**config.mk**
```make
export PLATFORM = sky130hd
export DESIGN_NAME = xfer_attr_decoder
export DESIGN_NICKNAME = d
export VERILOG_FILES = /design/src/rtl/xfer_attr_decoder.sv
export SDC_FILE = /design/constraint.sdc
export NUM_CORES = 1
export LEC_CHECK = 0
export ABC_AREA = 1
export BUFFER_PORTS_ARGS = -buffer_cell sky130_fd_sc_hd__buf_4
export CAP_MARGIN = 15
export CELL_PAD_IN_SITES_DETAIL_PLACEMENT = 0
export CELL_PAD_IN_SITES_GLOBAL_PLACEMENT = 1
export CORE_UTILIZATION = 32
export DETAILED_ROUTE_END_ITERATION = 7
export HOLD_SLACK_MARGIN = 0.15
export MAX_ROUTING_LAYER = met4
export PLACE_DENSITY = 0.77
export REMOVE_ABC_BUFFERS = 1
export SLEW_MARGIN = 20
export SYNTH_ARGS = -nofsm -noshare
export SYNTH_HDL_FRONTEND = slang
export SYNTH_SLANG_ARGS = --single-unit
```
**constraint.sdc**
```tcl
create_clock -name clk -period 1.3 [get_ports clk]
set_input_delay 0.065 -clock clk [delete_from_list [all_inputs] [get_ports clk]]
set_output_delay 0.065 -clock clk [all_outputs]
set_load 0.03 [all_outputs]
```
**src/rtl/xfer_attr_decoder.sv**
```systemverilog
module xfer_attr_decoder #(
  parameter int LANES       = 8,
  parameter int BURST_BEATS = 4
) (
  input  logic                     clk,
  input  logic                     rst_n,
  input  logic                     start_i,
  input  logic                     rw_i,
  input  logic                     burst_i,
  input  logic [1:0]               size_i,
  input  logic [$clog2(LANES)-1:0] addr_lo_i,
  input  logic                     ci_i,
  input  logic                     wt_i,
  input  logic [3:0]               tc_i,
  input  logic                     gbl_i,
  input  logic [1:0]               upa_i,
  input  logic                     lock_i,
  output logic                     desc_valid_o,
  output logic                     is_read_o,
  output logic [2:0]               class_o,
  output logic                     super_o,
  output logic [$clog2(BURST_BEATS+1)-1:0] beats_o,
  output logic [LANES-1:0]         byte_en_o,
  output logic                     cacheable_o,
  output logic                     wt_o,
  output logic                     global_o,
  output logic [1:0]               sys_upa_o,
  output logic                     sys_lock_o,
  output logic                     err_o
);
  localparam int AW = $clog2(LANES);
  localparam int BW = $clog2(BURST_BEATS + 1);
  localparam logic [2:0] C_DATA = 3'd0, C_TOUCH = 3'd1, C_TABLE = 3'd2,
                         C_COPYBACK = 3'd3, C_INSTR = 3'd4;

  logic [2:0] cls;
  logic       sup, code_ok;

  always_comb begin
    cls = C_DATA;
    sup = 1'b0;
    code_ok = 1'b1;
    case (tc_i)
      4'b0001: cls = C_DATA;
      4'b0101: begin cls = C_DATA; sup = 1'b1; end
      4'b0010: cls = C_TOUCH;
      4'b0110: begin cls = C_TOUCH; sup = 1'b1; end
      4'b0011, 4'b1011: cls = C_TABLE;
      4'b0100, 4'b0111: cls = C_COPYBACK;
      4'b1001: cls = C_INSTR;
      4'b1101: begin cls = C_INSTR; sup = 1'b1; end
      default: code_ok = 1'b0;
    endcase
  end

  logic              eff_burst, aligned, misaligned, lock_hold, held;
  logic [AW:0]       nbytes;
  logic [AW-1:0]     amask;
  logic [LANES-1:0]  lmask, lanes;

  assign eff_burst  = burst_i & ~ci_i;
  assign nbytes     = (AW+1)'(LANES) >> size_i;
  assign amask      = AW'(nbytes - 1'b1);
  assign aligned    = (addr_lo_i & amask) == '0;
  assign lmask      = {LANES{1'b1}} >> (LANES - int'(nbytes));
  assign misaligned = ~eff_burst & ~aligned;
  assign lanes      = eff_burst ? {LANES{1'b1}} : (misaligned ? '0 : lmask << addr_lo_i);
  assign held       = lock_hold & lock_i;
  assign sys_lock_o = lock_i;

  always_ff @(posedge clk) begin
    if (!rst_n) begin
      desc_valid_o <= 1'b0;
      is_read_o    <= 1'b0;
      class_o      <= '0;
      super_o      <= 1'b0;
      beats_o      <= '0;
      byte_en_o    <= '0;
      cacheable_o  <= 1'b0;
      wt_o         <= 1'b0;
      global_o     <= 1'b0;
      sys_upa_o    <= '0;
      err_o        <= 1'b0;
      lock_hold    <= 1'b0;
    end else begin
      lock_hold <= lock_i & (lock_hold | start_i);
      if (start_i) begin
        is_read_o <= rw_i;
        if (!held) begin
          desc_valid_o <= code_ok & ~misaligned;
          class_o      <= cls;
          super_o      <= sup;
          beats_o      <= eff_burst ? BW'(BURST_BEATS) : BW'(1);
          byte_en_o    <= lanes;
          cacheable_o  <= ~ci_i;
          wt_o         <= wt_i;
          global_o     <= gbl_i;
          sys_upa_o    <= (code_ok && cls == C_COPYBACK) ? 2'b00 : upa_i;
          if (!code_ok || misaligned) err_o <= 1'b1;
        end
      end
    end
  end

  assert_beats_R4: assert property (@(posedge clk) disable iff (!rst_n)
    desc_valid_o |-> (beats_o == BW'(1) || beats_o == BW'(BURST_BEATS)));
  assert_burst_lanes_R4: assert property (@(posedge clk) disable iff (!rst_n)
    (desc_valid_o && beats_o == BW'(BURST_BEATS)) |-> byte_en_o == {LANES{1'b1}});
  assert_ci_single_R5: assert property (@(posedge clk) disable iff (!rst_n)
    (desc_valid_o && !cacheable_o) |-> beats_o == BW'(1));
  assert_lane_count_R2: assert property (@(posedge clk) disable iff (!rst_n)
    desc_valid_o |-> ($countones(byte_en_o) inside {1, 2, 4, 8}));
  assert_err_sticky_R12: assert property (@(posedge clk) disable iff (!rst_n)
    err_o |=> err_o);
  assert_upa_copyback_R10: assert property (@(posedge clk) disable iff (!rst_n)
    (desc_valid_o && class_o == C_COPYBACK) |-> sys_upa_o == 2'b00);
  assert_lock_hold_R9: assert property (@(posedge clk) disable iff (!rst_n)
    (lock_hold && lock_i) |=> ($stable(byte_en_o) && $stable(class_o) &&
                               $stable(beats_o) && $stable(desc_valid_o)));
  assert_invalid_lanes_R3: assert property (@(posedge clk) disable iff (!rst_n)
    (!desc_valid_o && byte_en_o == '0 && beats_o == BW'(1)) |-> err_o);
endmodule

```
---- Yosys cells after proc, flatten, opt, wreduce, memory -nomap -nowiden ----
Cells that the tools add are included.
storage, ports and cells
  output and inout port bits .............. 24
  register bits ........................... 24
  word-level logic and storage cells ...... 59
  input bits .............................. 20
operators by class
  add/subtract/negate cells ............... 2
  muxes and demuxes ....................... 7
  equality and inequality tests ........... 11
  shift operators ......................... 3
  bitwise gates (word level) .............. 12
  reduce and logical (&&, ||, !) cells .... 12
operator list
  cell                                                  number
  right shift 8 x 32 -> 8 bit (first input constant)    1
  equality test 4 x 3 -> 1 bit (second input constant)  4
  2-to-1 mux 8 bit                                      2
  equality test 4 bit (second input constant)           3
  one-hot mux 3 bit (4 select lines)                    1
  OR reduction 10 bit                                   1
  equality test 4 x 2 -> 1 bit (second input constant)  2
  OR reduction 2 bit                                    4
  left shift 8 x 3 -> 8 bit                             1
  bitwise AND 1 bit                                     5
  inverter 1 bit                                        5
  subtractor 4 x 4 -> 5 bit (first input constant)      1
  equality test 4 x 1 -> 1 bit (second input constant)  1
  right shift 4 x 2 -> 4 bit (first input constant)     1
  bitwise AND 3 bit                                     1
  equality test 3 x 2 -> 1 bit (second input constant)  1
  zero test 3 bit                                       1
  2-to-1 mux 3 bit                                      1
  AND reduction 3 bit                                   1
  OR reduction 3 bit                                    1
  subtractor 3 x 1 -> 3 bit (second input constant)     1
  2-to-1 mux 1 bit                                      2
  2-to-1 mux 2 bit                                      1
  AND reduction 2 bit                                   1
  4 further kinds                                       4

---- Depth between registers and ports, before layout ----
Gate-level depths: netlist of run 1.
  depth after elaboration ................. 8
  mapped depth ............................ 8
  mapped depth without buffers ............ 8

---- Worst setup path after synthesis of run 1 ----
Ideal clock, no wire load.
  path type ............................... reg2reg
  start ................................... register lock_hold
  end ..................................... register class_o[1]
  arrival time ............................ 0.855 ns
  buffers on the path ..................... 1
  stages on the path, launching flop included .. 7
  slack ................................... 0.329 ns
  cell sequence ........................... dfxtp_1 nand2_1 nand2_2 inv_2 buf_6 o211ai_1 inv_1
between the ends
  word-level cells in the longest chain between the ends .. 3
ends and longest elaborated chain
  item                                  line  text
  start: declaration                    56    logic eff_burst, aligned, misaligned, lock_hold, held;
  start signal: assignment              86    lock_hold <= lock_i & (lock_hold | start_i);
  bitwise AND 1 bit                     68    assign held = lock_hold & lock_i;
  inverter 1 bit (no source line)       n/a
  AND reduction 2 bit (no source line)  n/a
  end signal: assignment                91    class_o <= cls;
  end: declaration                      20    output logic [2:0] class_o,
Every way passes these cells.
A chain may end at the register's enable or synchronous reset.

==> results of run 1 <==
## sequential cells by signal, indices dropped and copies added, names as in the netlist, 2 cells and up
signal and cells:
byte_en_o 8, sys_upa_o 2, class_o 3, beats_o 2
## through the flow
stage               hold slack, ns  cell area [sq um]  cells  worst slack (ns)  utilization
floorplan                    0.130               1020    148             0.222            -
global placement             0.257               1390    235             0.168        0.446
detailed placement           0.256               1390    235             0.121        0.446
CTS                          0.179               1600    257            0.0433        0.512
global route                 0.182               1620    257            0.0163        0.518
finish                       0.191               1620    257            0.0512        0.518
## routing by layer
metal	wire length, um	track usage	vias up
met1	1210	0.201	522
li1	-	-	613
met5	0	-	-
met3	127	0.0455	2
met2	1480	0.311	28
met4	15	0.0399	0
## logic make-up after synthesis
family	share of synthesized area
buffers and inverters	0.121
AO/OA/AOI/OAI	0.179
other	0.00348
flip-flops	0.427
AND/OR/NAND/NOR	0.270
## critical path, cell delays in order
cell and delay [ns]:
dlygate4sd3_1 0.53, buf_4 0.16, o21ai_1 0.11, a21oi_1 0.05
dlygate4sd3_1 0.54
## power groups by stage
| stage | logic [mW] | clock network, mW | registers, mW |
|---|---|---|---|
| 2_1_floorplan | 0.144 | 0 | 0.900 |
| 3_3_place_gp | 0.428 | 0 | 0.800 |
| 3_5_place_dp | 0.432 | 0 | 0.801 |
| 4_1_cts | 0.477 | 0.345 | 0.786 |
| 5_1_grt | 0.529 | 0.379 | 0.793 |
| 6_report | 0.481 | 0.326 | 0.786 |
## how the worst max path moves through the flow
stage                    from            to  slack, ns
floorplan           lock_hold    class_o[1]       0.22
global placement    lock_hold  byte_en_o[7]       0.17
detailed placement  lock_hold  byte_en_o[3]       0.12
CTS                   start_i     is_read_o       0.04
global route             ci_i  byte_en_o[1]       0.02
finish                start_i     is_read_o       0.05
## placed cells by master, fill, tap and decap left out
cell,synthesis,final
o21ai_0,19,18
nand3_2,1,1
nand4_1,2,2
conb_1,1,1
buf_4,2,43
o21ai_1,0,1
clkbuf_4,0,3
nand2_1,36,36
dlymetal6s4s_1,0,1
dfxtp_1,23,23
clkinv_2,0,1
nor2_1,16,16
inv_1,17,17
nand2_4,1,2
a21oi_1,18,18
nand3_1,10,10
nor2_4,0,1
inv_6,0,1
dlygate4sd3_1,0,17
o211ai_1,1,1
## repair_timing
item,CTS,global route
resized for setup,0,7
hold endpoints to repair,23,0
setup endpoints to repair,0,10
hold buffers,18,0
## layout make-up
cell class              instances  area (sq um)
fillers                       323          1510
repair buffers                 61           505
multi-input cells             107           498
flip-flops and latches         23           460
inverters                      18          72.6
well taps                      44          55.1
clock buffers                   3          22.5
clock inverters                 1          5.00
==> summary.md, run 1 <==
| Metric | Value |
|---|---|
| Post-Syn Instances | approximately 160 |
| VDD IR-drop max | approximately 0.72 mV |
| Setup Buffers After CTS | 0 |
| Sink Count | 23 |
| Post-Syn Area | 1080 sq um |
| Initial Util | 0.345 |
| Final routed DRC violation total | 0 |
| FMAX | 801 MHz |
| Vias in the first global route | 1056 |
| Site Rows | 20 |
| Hold path startpoint | size_i[0] |
| PwrDens | 984 nW/um^2 |
| H-tree Lvls | 1 |
| Syn_area_per_cell | 6.91 sq um |
| Max Cap Viol | 0 |
| Clk pwr share | 0.204 |
| Int Pwr | 1.07 mW |
| Port buffer count | 42 |
| RSZ-0062 raised after global routing | false |
| Routed vias/inst | 4.53 |
| P_sw | 0.519 mW |
| Initial DRC count | 48 |
| Reg2reg end | lock_hold |
| CTS root buf | clkbuf_4 |
| Via count | 1165 |
| Worst skew pair latency | 0.31 ns |
| Full die area | 3610 sq um |
| Post-synthesis sequential area ratio | 0.427 |
| Sw Ratio | 0.326 |
| Hold endpoint | byte_en_o[4] |
| Critical path class | input pin to register |
| Count leader, synth | nand2_1 |
| CP endpoint kind | register |
| Total Nets Final | ~230 |
| Synth cell count leaders | 36 x nand2_1, 23 x dfxtp_1, 19 x o21ai_0 |
| Ys async rst share | 0 |
| Cell depth of the worst flop-to-flop path | 3 |
| Comb power frac | 0.302 |
| Power share of the sequential group | 0.493 |
| Final Hold Viols | 0 |
| Most frequently used flop master after synthesis | dfxtp_1 |
| CTS Buffer Depth | 2 |
| Number of synthesized register bits | 23 |
| # IOs | 44 |
| Ant diodes | 0 |
| Core area | about 3100 sq um |
| Clock skew | approximately 0.0043 ns |
| Status | completed |
| First-pass DRT Iterations | 4 |
| Gr ovfl total | 0 |
| Tmin final | 1.25 ns |
| Die Wd | 60.1 um |
| Crit path DAT | ~1.5 ns |
| First-pass GRT wire length | 4640 um |
| Post-synth top area share | 0.427 |
| Final wirelength | 2830 um |
| Pwr Total | around 1.6 mW |
| Yosys top cell by area | dfxtp_1 |
| CTS tree | yes |
| Reg2reg start | lock_hold |
| Initial antenna violation count | 0 |
| Worst Hold Depth | 6 |
| Final ANT Viol Nets | 0 |
| Routed len/inst | between 10 and 15 um |
| Leak | 0.813 nW |
| Crit Path Max Fanout | 4 |
| Synth area leaders | dfxtp_1 43%, nand2_1 13%, o21ai_0 8.8% |
| HP Class | input pin to register |
| # setup viols final | 0 |
| Gpl congestion | 0.802 |
| Post-synth EDFFs | 0 |
| Startpoint Class | input pin |
| Crit share post-route | 0.961 |
| Worst-Margin Slew | 0.574 ns |
| Clock slew seen by the registers of the worst setup and hold paths | 0.12 ns |
| R2r setup slk | 0.10 ns |
| Num CTS Buffers | 3 |
| GR Util All Layers | 0.177 |
| Worst Path Required | 1.51 ns |
| Die Height | roughly 60 um |
| Slew margin rel. | 0.617 |
| Synth Warn # | 0 |
| Pin count of the biggest net entering global routing | 20 |
| Layout area overhead | 50.1% |
| Slew Limit Fails | 0 |
| Yosys cell types | 20 |
| Layout cells sized above 1 | 0.244 |
| Setup_tns | 0 ns |
| Final HPWL DP | about 1900 um |
Power figures use the tool's default switching activity.
==> run 2: changes to the inputs <==
Settings changed: CORE_ASPECT_RATIO set to 1.2, PLACE_DENSITY 0.77 to not set, PLACE_DENSITY_LB_ADDON set to 0.05.
==> run 2 against run 1 <==
- flip-flop and latch count unchanged
- sequential share of layout area shrank 0.52 points
- cell count fell by 1.9%
- critical path type unchanged
==> summary.md, run 2 (synthesis gave the netlist of run 1 again) <==
| Metric | Value |
|---|---|
| CTS tree | yes (unchanged) |
| Startpoint Class | input pin (unchanged) |
| Final ANT Viol Nets | 0 (unchanged) |
| Pin count of the biggest net entering global routing | 19 (was 20) |
| Final wirelength | 2740 um (was 2830 um) |
| Max Cap Viol | 0 (unchanged) |
| Final HPWL DP | 2010 um (was 1890 um) |
| Die Wd | 55.0 um (was 60.1 um) |
| H-tree Lvls | 1 (unchanged) |
| Clock skew | 0.00758 ns (was 0.00432 ns) |
| Initial DRC count | 43 (was 48) |
| Initial antenna violation count | 0 (unchanged) |
| Layout area overhead | 52.9% (was 50.1%) |
| Gpl congestion | 0.784 (was 0.802) |
| Worst-Margin Slew | 0.591 ns (was 0.574 ns) |
| Total Nets Final | 237 (was 234) |
| Slew margin rel. | 0.606 (was 0.617) |
| Most frequent CP cell | dlygate4sd3_1 (unchanged) |
| PwrDens | 978 nW/um^2 (was 984 nW/um^2) |
| Port buffer count | 42 (unchanged) |
| Dpl cell area | 1400 sq um (was 1390 sq um) |
| VDD IR-drop max | 0.485 mV (was 0.723 mV) |
| Routed vias/inst | 4.60 (was 4.53) |
| Num CTS Buffers | 3 (unchanged) |
| CTS root buf | clkbuf_4 (unchanged) |
| Delay-heaviest family, CP | buffers and inverters (unchanged) |
| Core area | 3140 sq um (was 3130 sq um) |
| Die Height | 65.6 um (was 60.1 um) |
| Sink Count | 23 (unchanged) |
| Filler cells | 318 (was 323) |
| CTS Buffer Depth | 2 (unchanged) |
| Commonest cells after routing, fill and taps aside | 42 x buf_4, 36 x nand2_1, 23 x dfxtp_1, 20 x dlygate4sd3_1, 18 x a21oi_1 (was 43 x buf_4, 36 x nand2_1, 23 x dfxtp_1, 18 x a21oi_1, 18 x o21ai_0) |
| Slowest stage delay, CP | 0.55 ns (was 0.54 ns) |
| Setup Buffers After CTS | 0 (unchanged) |
| Critical path class | input pin to register (unchanged) |
| Leak | 0.827 nW (was 0.813 nW) |
| Clock slew seen by the registers of the worst setup and hold paths | 0.14 ns (was 0.12 ns) |
| Crit path buffers/inverters | 3 (unchanged) |
| Ant diodes | 0 (unchanged) |
| Via count | 1160 (was 1165) |
| Crit path DAT | 1.47 ns (was 1.46 ns) |
| Site Rows | 22 (was 20) |
| FMAX | 796 MHz (was 801 MHz) |
| GR Util All Layers | 0.176 (was 0.177) |
| # IOs | 44 (unchanged) |
| CP endpoint kind | register (unchanged) |
| Hold Slack | 0.156 ns (was 0.191 ns) |
| Layout cells sized above 1 | 0.241 (was 0.244) |
| Final Hold Viols | 0 (unchanged) |
| Pwr Total | 1.61 mW (was 1.59 mW) |
| Full die area | 3610 sq um (about the same) |
| Crit-path slowest cell | dlygate4sd3_1 (unchanged) |
| Design area | 1650 sq um (was 1620 sq um) |
| Tmin final | 1.26 ns (was 1.25 ns) |
| # setup viols final | 0 (unchanged) |
| Status | completed (unchanged) |
| Worst Path Required | 1.52 ns (was 1.51 ns) |
| Most flop-heavy register | byte_en_o (unchanged) |
| HP Class | input pin to register (unchanged) |
| Final routed DRC violation total | 0 (unchanged) |
| Largest regs | byte_en_o: 8 flops, class_o: 3 flops (unchanged) |
| Worst skew pair latency | 0.31 ns (about the same) |
| First-pass DRT Iterations | 4 (unchanged) |
| Most common cell after layout, fill and taps aside | buf_4 (unchanged) |
| Gr ovfl total | 0 (unchanged) |
| Vias in the first global route | 1109 (was 1056) |
| Max FFs per register | 8 (unchanged) |
| Crit Path Max Fanout | 3 (was 4) |
| Crit share post-route | 0.966 (was 0.961) |
| Routed len/inst | 10.9 um (was 11.0 um) |
| Slew Limit Fails | 0 (unchanged) |
| First-pass GRT wire length | 4510 um (was 4640 um) |
| Initial Util | 0.344 (was 0.345) |
| CP Cell Sequence | dlygate4sd3_1 > buf_4 > nand2_1 > a21oi_1 > dlygate4sd3_1 (was dlygate4sd3_1 > buf_4 > o21ai_1 > a21oi_1 > dlygate4sd3_1) |
-- run 2: cell types whose count changed in the layout (fill, tap and decap cells not counted), sizes merged --
cell	before	now
clkinvlp	0	1
dlygate4sd3	17	20
inv	18	17
-- run 2: final timing paths --
check	to	cells after the start	startpoint	slack (ns)
worst max-delay path	lock_hold	5	lock_i	0.04
worst min register to register	sys_upa_o[1]	2	sys_upa_o[1]	0.50
worst min-delay path	byte_en_o[4]	6	size_i[0]	0.16
worst max register to register	is_read_o	3	is_read_o	0.14
-- run 2: final cells by class --
class,instances,area [sq um],share of cell area
Clock buffer,3,22.5,0.0137
Tap cell,36,45.0,0.0273
Clock inverter,1,7.51,0.00455
Inverter,18,72.6,0.0440
Timing Repair Buffer,64,548,0.332
Sequential cell,23,460,0.279
Multi-Input combinational cell,107,493,0.299
-- run 2: metrics by stage --
stage | TNS [ns] | utilization | instances | setup slack [ns]
after floorplan | 0 | - | 148 | 0.222
after global placement | 0 | 0.445 | 227 | 0.173
after detailed placement | 0 | 0.445 | 227 | 0.154
after CTS | 0 | 0.522 | 252 | 0.0221
after global routing | -0.00121 | 0.526 | 252 | -0.00121
final | 0 | 0.526 | 252 | 0.0441
-- run 2: metal layers --
metal  vias up  part of all wire  track usage
met4         0            0.0066       0.0656
met3         2             0.041       0.0208
met2        27              0.52        0.313
met5         -                 0            -
met1       515              0.43        0.192
li1        616                 -            -
-- run 2: power by group --
| group | internal (mW) | leakage [nW] | switching (mW) |
|---|---|---|---|
| Clock | 0.117 | 0.0139 | 0.220 |
| Combinational | 0.211 | 0.622 | 0.280 |
| Sequential | 0.758 | 0.191 | 0.0258 |
| Total | 1.09 | 0.827 | 0.526 |
-- run 2: timing repair --
action                                  4_1_cts  5_1_grt
resized for setup                             0        8
hold buffers                                 21        0
endpoints found under the setup margin        0       15
hold endpoints to repair                     23        0
-- run 2: worst min-delay path, cell delays in order --
cell and delay (ns):
buf_4 0.10, nand2_1 0.05, nand3_1 0.07, nand2_1 0.04, nand3_1 0.06, a21oi_1 0.05
==> run 3: changes to the inputs <==
Settings changed: PLACE_DENSITY_LB_ADDON 0.05 to 0.1.
==> run 3 against run 2 <==
- worst setup slack gained 0.016 ns
- largest cell class unchanged
- count of clock-buffer cells in the layout is the same
- critical path depth is the same
==> summary.md, run 3 (synthesis gave the netlist of run 1 again) <==
| Metric | Value |
|---|---|
| Status | completed (unchanged) |
| Gr ovfl total | 0 (unchanged) |
| Final HPWL DP | 1920 um (was 2010 um) |
| Most common cell after layout, fill and taps aside | buf_4 (unchanged) |
| Hold path startpoint | size_i[0] (unchanged) |
| Final ANT Viol Nets | 0 (unchanged) |
| Ant diodes | 0 (unchanged) |
| H-tree Lvls | 1 (unchanged) |
| Initial DRC count | 27 (was 43) |
| Final wirelength | 2600 um (was 2740 um) |
| Leak | 0.803 nW (was 0.827 nW) |
| Most flop-heavy register | byte_en_o (unchanged) |
| Tmin final | 1.24 ns (was 1.26 ns) |
| Reg2reg end | lock_hold (was is_read_o) |
| # setup viols final | 0 (unchanged) |
| PwrDens | 993 nW/um^2 (was 978 nW/um^2) |
| Routed vias/inst | 4.66 (was 4.60) |
| Pwr Total | 1.59 mW (was 1.61 mW) |
| Dpl cell area | 1380 sq um (was 1400 sq um) |
| Port buffer count | 42 (unchanged) |
| First-pass DRT Iterations | 4 (unchanged) |
| Pin count of the biggest net entering global routing | 20 (was 19) |
| Dpl cells | 227 (unchanged) |
| Pre-CTS setup slack | 0.104 ns (was 0.154 ns) |
| Total Nets Final | 234 (was 237) |
| CP endpoint kind | register (unchanged) |
| Commonest cells after routing, fill and taps aside | 43 x buf_4, 36 x nand2_1, 23 x dfxtp_1, 18 x a21oi_1, 18 x dlygate4sd3_1 (was 42 x buf_4, 36 x nand2_1, 23 x dfxtp_1, 20 x dlygate4sd3_1, 18 x a21oi_1) |
| Final Util | 0.510 (was 0.526) |
| Gpl congestion | 0.755 (was 0.784) |
| FMAX | 806 MHz (was 796 MHz) |
| Reg2reg start | lock_hold (was is_read_o) |
| Full die area | 3610 sq um (unchanged) |
| Clk pwr share | 0.206 (was 0.209) |
| Max FFs per register | 8 (unchanged) |
| Power share of the sequential group | 0.494 (was 0.486) |
| Worst Path Required | 1.51 ns (was 1.52 ns) |
| Worst Hold Depth | 6 (unchanged) |
| VDD IR-drop max | 0.490 mV (was 0.485 mV) |
| Startpoint Class | input pin (unchanged) |
| HP Class | input pin to register (unchanged) |
| Sw Ratio | 0.325 (was 0.326) |
| Sink Count | 23 (unchanged) |
| Max Cap Viol | 0 (unchanged) |
| Crit Path Max Fanout | 4 (was 3) |
| CTS Buffer Depth | 2 (unchanged) |
| Site Rows | 22 (unchanged) |
| Die Wd | 55.0 um (unchanged) |
| Crit-path slowest cell | dlygate4sd3_1 (unchanged) |
| Int Pwr | 1.07 mW (was 1.09 mW) |
| Most frequent CP cell | dlygate4sd3_1 (unchanged) |
| Final routed DRC violation total | 0 (unchanged) |
| Hold endpoint | byte_en_o[4] (unchanged) |
| Largest regs | byte_en_o: 8 flops, class_o: 3 flops (unchanged) |
| Clock skew | 0.00636 ns (was 0.00758 ns) |
| Setup_tns | 0 ns (unchanged) |
| Critical path class | input pin to register (unchanged) |
| CTS tree | yes (unchanged) |
| Slew margin rel. | 0.613 (was 0.606) |
| Vias in the first global route | 1028 (was 1109) |
| First-pass GRT wire length | 4170 um (was 4510 um) |
| CTS root buf | clkbuf_4 (unchanged) |
| Clock slew seen by the registers of the worst setup and hold paths | 0.13 ns (was 0.14 ns) |
| Final Hold Viols | 0 (unchanged) |
| Delay-heaviest family, CP | buffers and inverters (unchanged) |
| Initial Util | 0.344 (unchanged) |
| Comb power frac | 0.300 (was 0.305) |
| Worst skew pair latency | 0.31 ns (about the same) |
| Core area | 3140 sq um (unchanged) |
| Hold Slack | 0.169 ns (was 0.156 ns) |
| RSZ-0062 raised after global routing | false |
| # IOs | 44 (unchanged) |
| P_sw | 0.516 mW (was 0.526 mW) |
| R2r setup slk | 0.13 ns (was 0.14 ns) |
| Via count | 1161 (was 1160) |
| Layout Cells excl Fill | 249 (was 252) |
| Crit share post-route | 0.954 (was 0.966) |
| Die Height | 65.6 um (unchanged) |
| Worst-Margin Slew | 0.578 ns (was 0.591 ns) |
| Design area | 1600 sq um (was 1650 sq um) |
| GR Util All Layers | 0.160 (was 0.176) |
| Routed len/inst | 10.4 um (was 10.9 um) |
| Crit path DAT | 1.45 ns (was 1.47 ns) |
| Initial antenna violation count | 0 (unchanged) |
| Cell depth of the worst flop-to-flop path | 3 (unchanged) |
| Layout area overhead | 48.3% (was 52.9%) |
| Slowest stage delay, CP | 0.55 ns (about the same) |
| Final worst slack | 0.0599 ns (was 0.0441 ns) |
| CP Cell Sequence | dlygate4sd3_1 > buf_4 > o21ai_1 > a21oi_1 > dlygate4sd3_1 (was dlygate4sd3_1 > buf_4 > nand2_1 > a21oi_1 > dlygate4sd3_1) |
| Slew Limit Fails | 0 (unchanged) |
| Crit path buffers/inverters | 3 (unchanged) |
| Num CTS Buffers | 3 (unchanged) |
| Layout cells sized above 1 | 0.244 (was 0.241) |
-- run 3: what timing repair did --
| item | in CTS | in global routing |
|---|---|---|
| endpoints found under the hold margin | 23 | 0 |
| hold buffers | 18 | 0 |
| buffers inserted | 0 | 0 |
| setup endpoints to repair | 0 | 9 |
| gates resized for setup | 0 | 5 |
-- run 3: metal layers --
layer / wire, um / GRT usage
met5: 0 / -
met1: 1180 / 0.180
met3: 115 / 0.0208
met2: 1290 / 0.271
met4: 21 / 0.0750
-- run 3: area by class of cell --
class	count	area (sq um)
fillers	336	1540
repair buffers	61	503
multi-input cells	107	493
clock inverters	1	5.00
inverters	18	70.1
well taps	36	45.0
flip-flops and latches	23	460
clock buffers	3	22.5
-- run 3: worst register-to-register path, cell delays in order, from the launching register on --
cell and delay (ns):
dfxtp_1 0.33, nand2_1 0.09, dlygate4sd3_1 0.58, a21oi_1 0.12
-- run 3: power by group through the flow --
stage / Clock [mW] / Combinational, mW / Sequential, mW
final: 0.328 / 0.476 / 0.784
after global routing: 0.372 / 0.524 / 0.790
after CTS: 0.347 / 0.477 / 0.785
after detailed placement: 0 / 0.433 / 0.801
after global placement: 0 / 0.429 / 0.800
after floorplan: 0 / 0.144 / 0.900
-- run 3: how the worst max path moves through the flow --
stage	depth (start not counted)	slack [ns]	start	endpoint
final	5	0.06	start_i	is_read_o
after global routing	4	0.02	rst_n	byte_en_o[3]
after CTS	5	0.04	start_i	is_read_o
after detailed placement	8	0.10	lock_hold	class_o[1]
after global placement	8	0.14	lock_hold	class_o[1]
after floorplan	8	0.22	lock_hold	class_o[1]
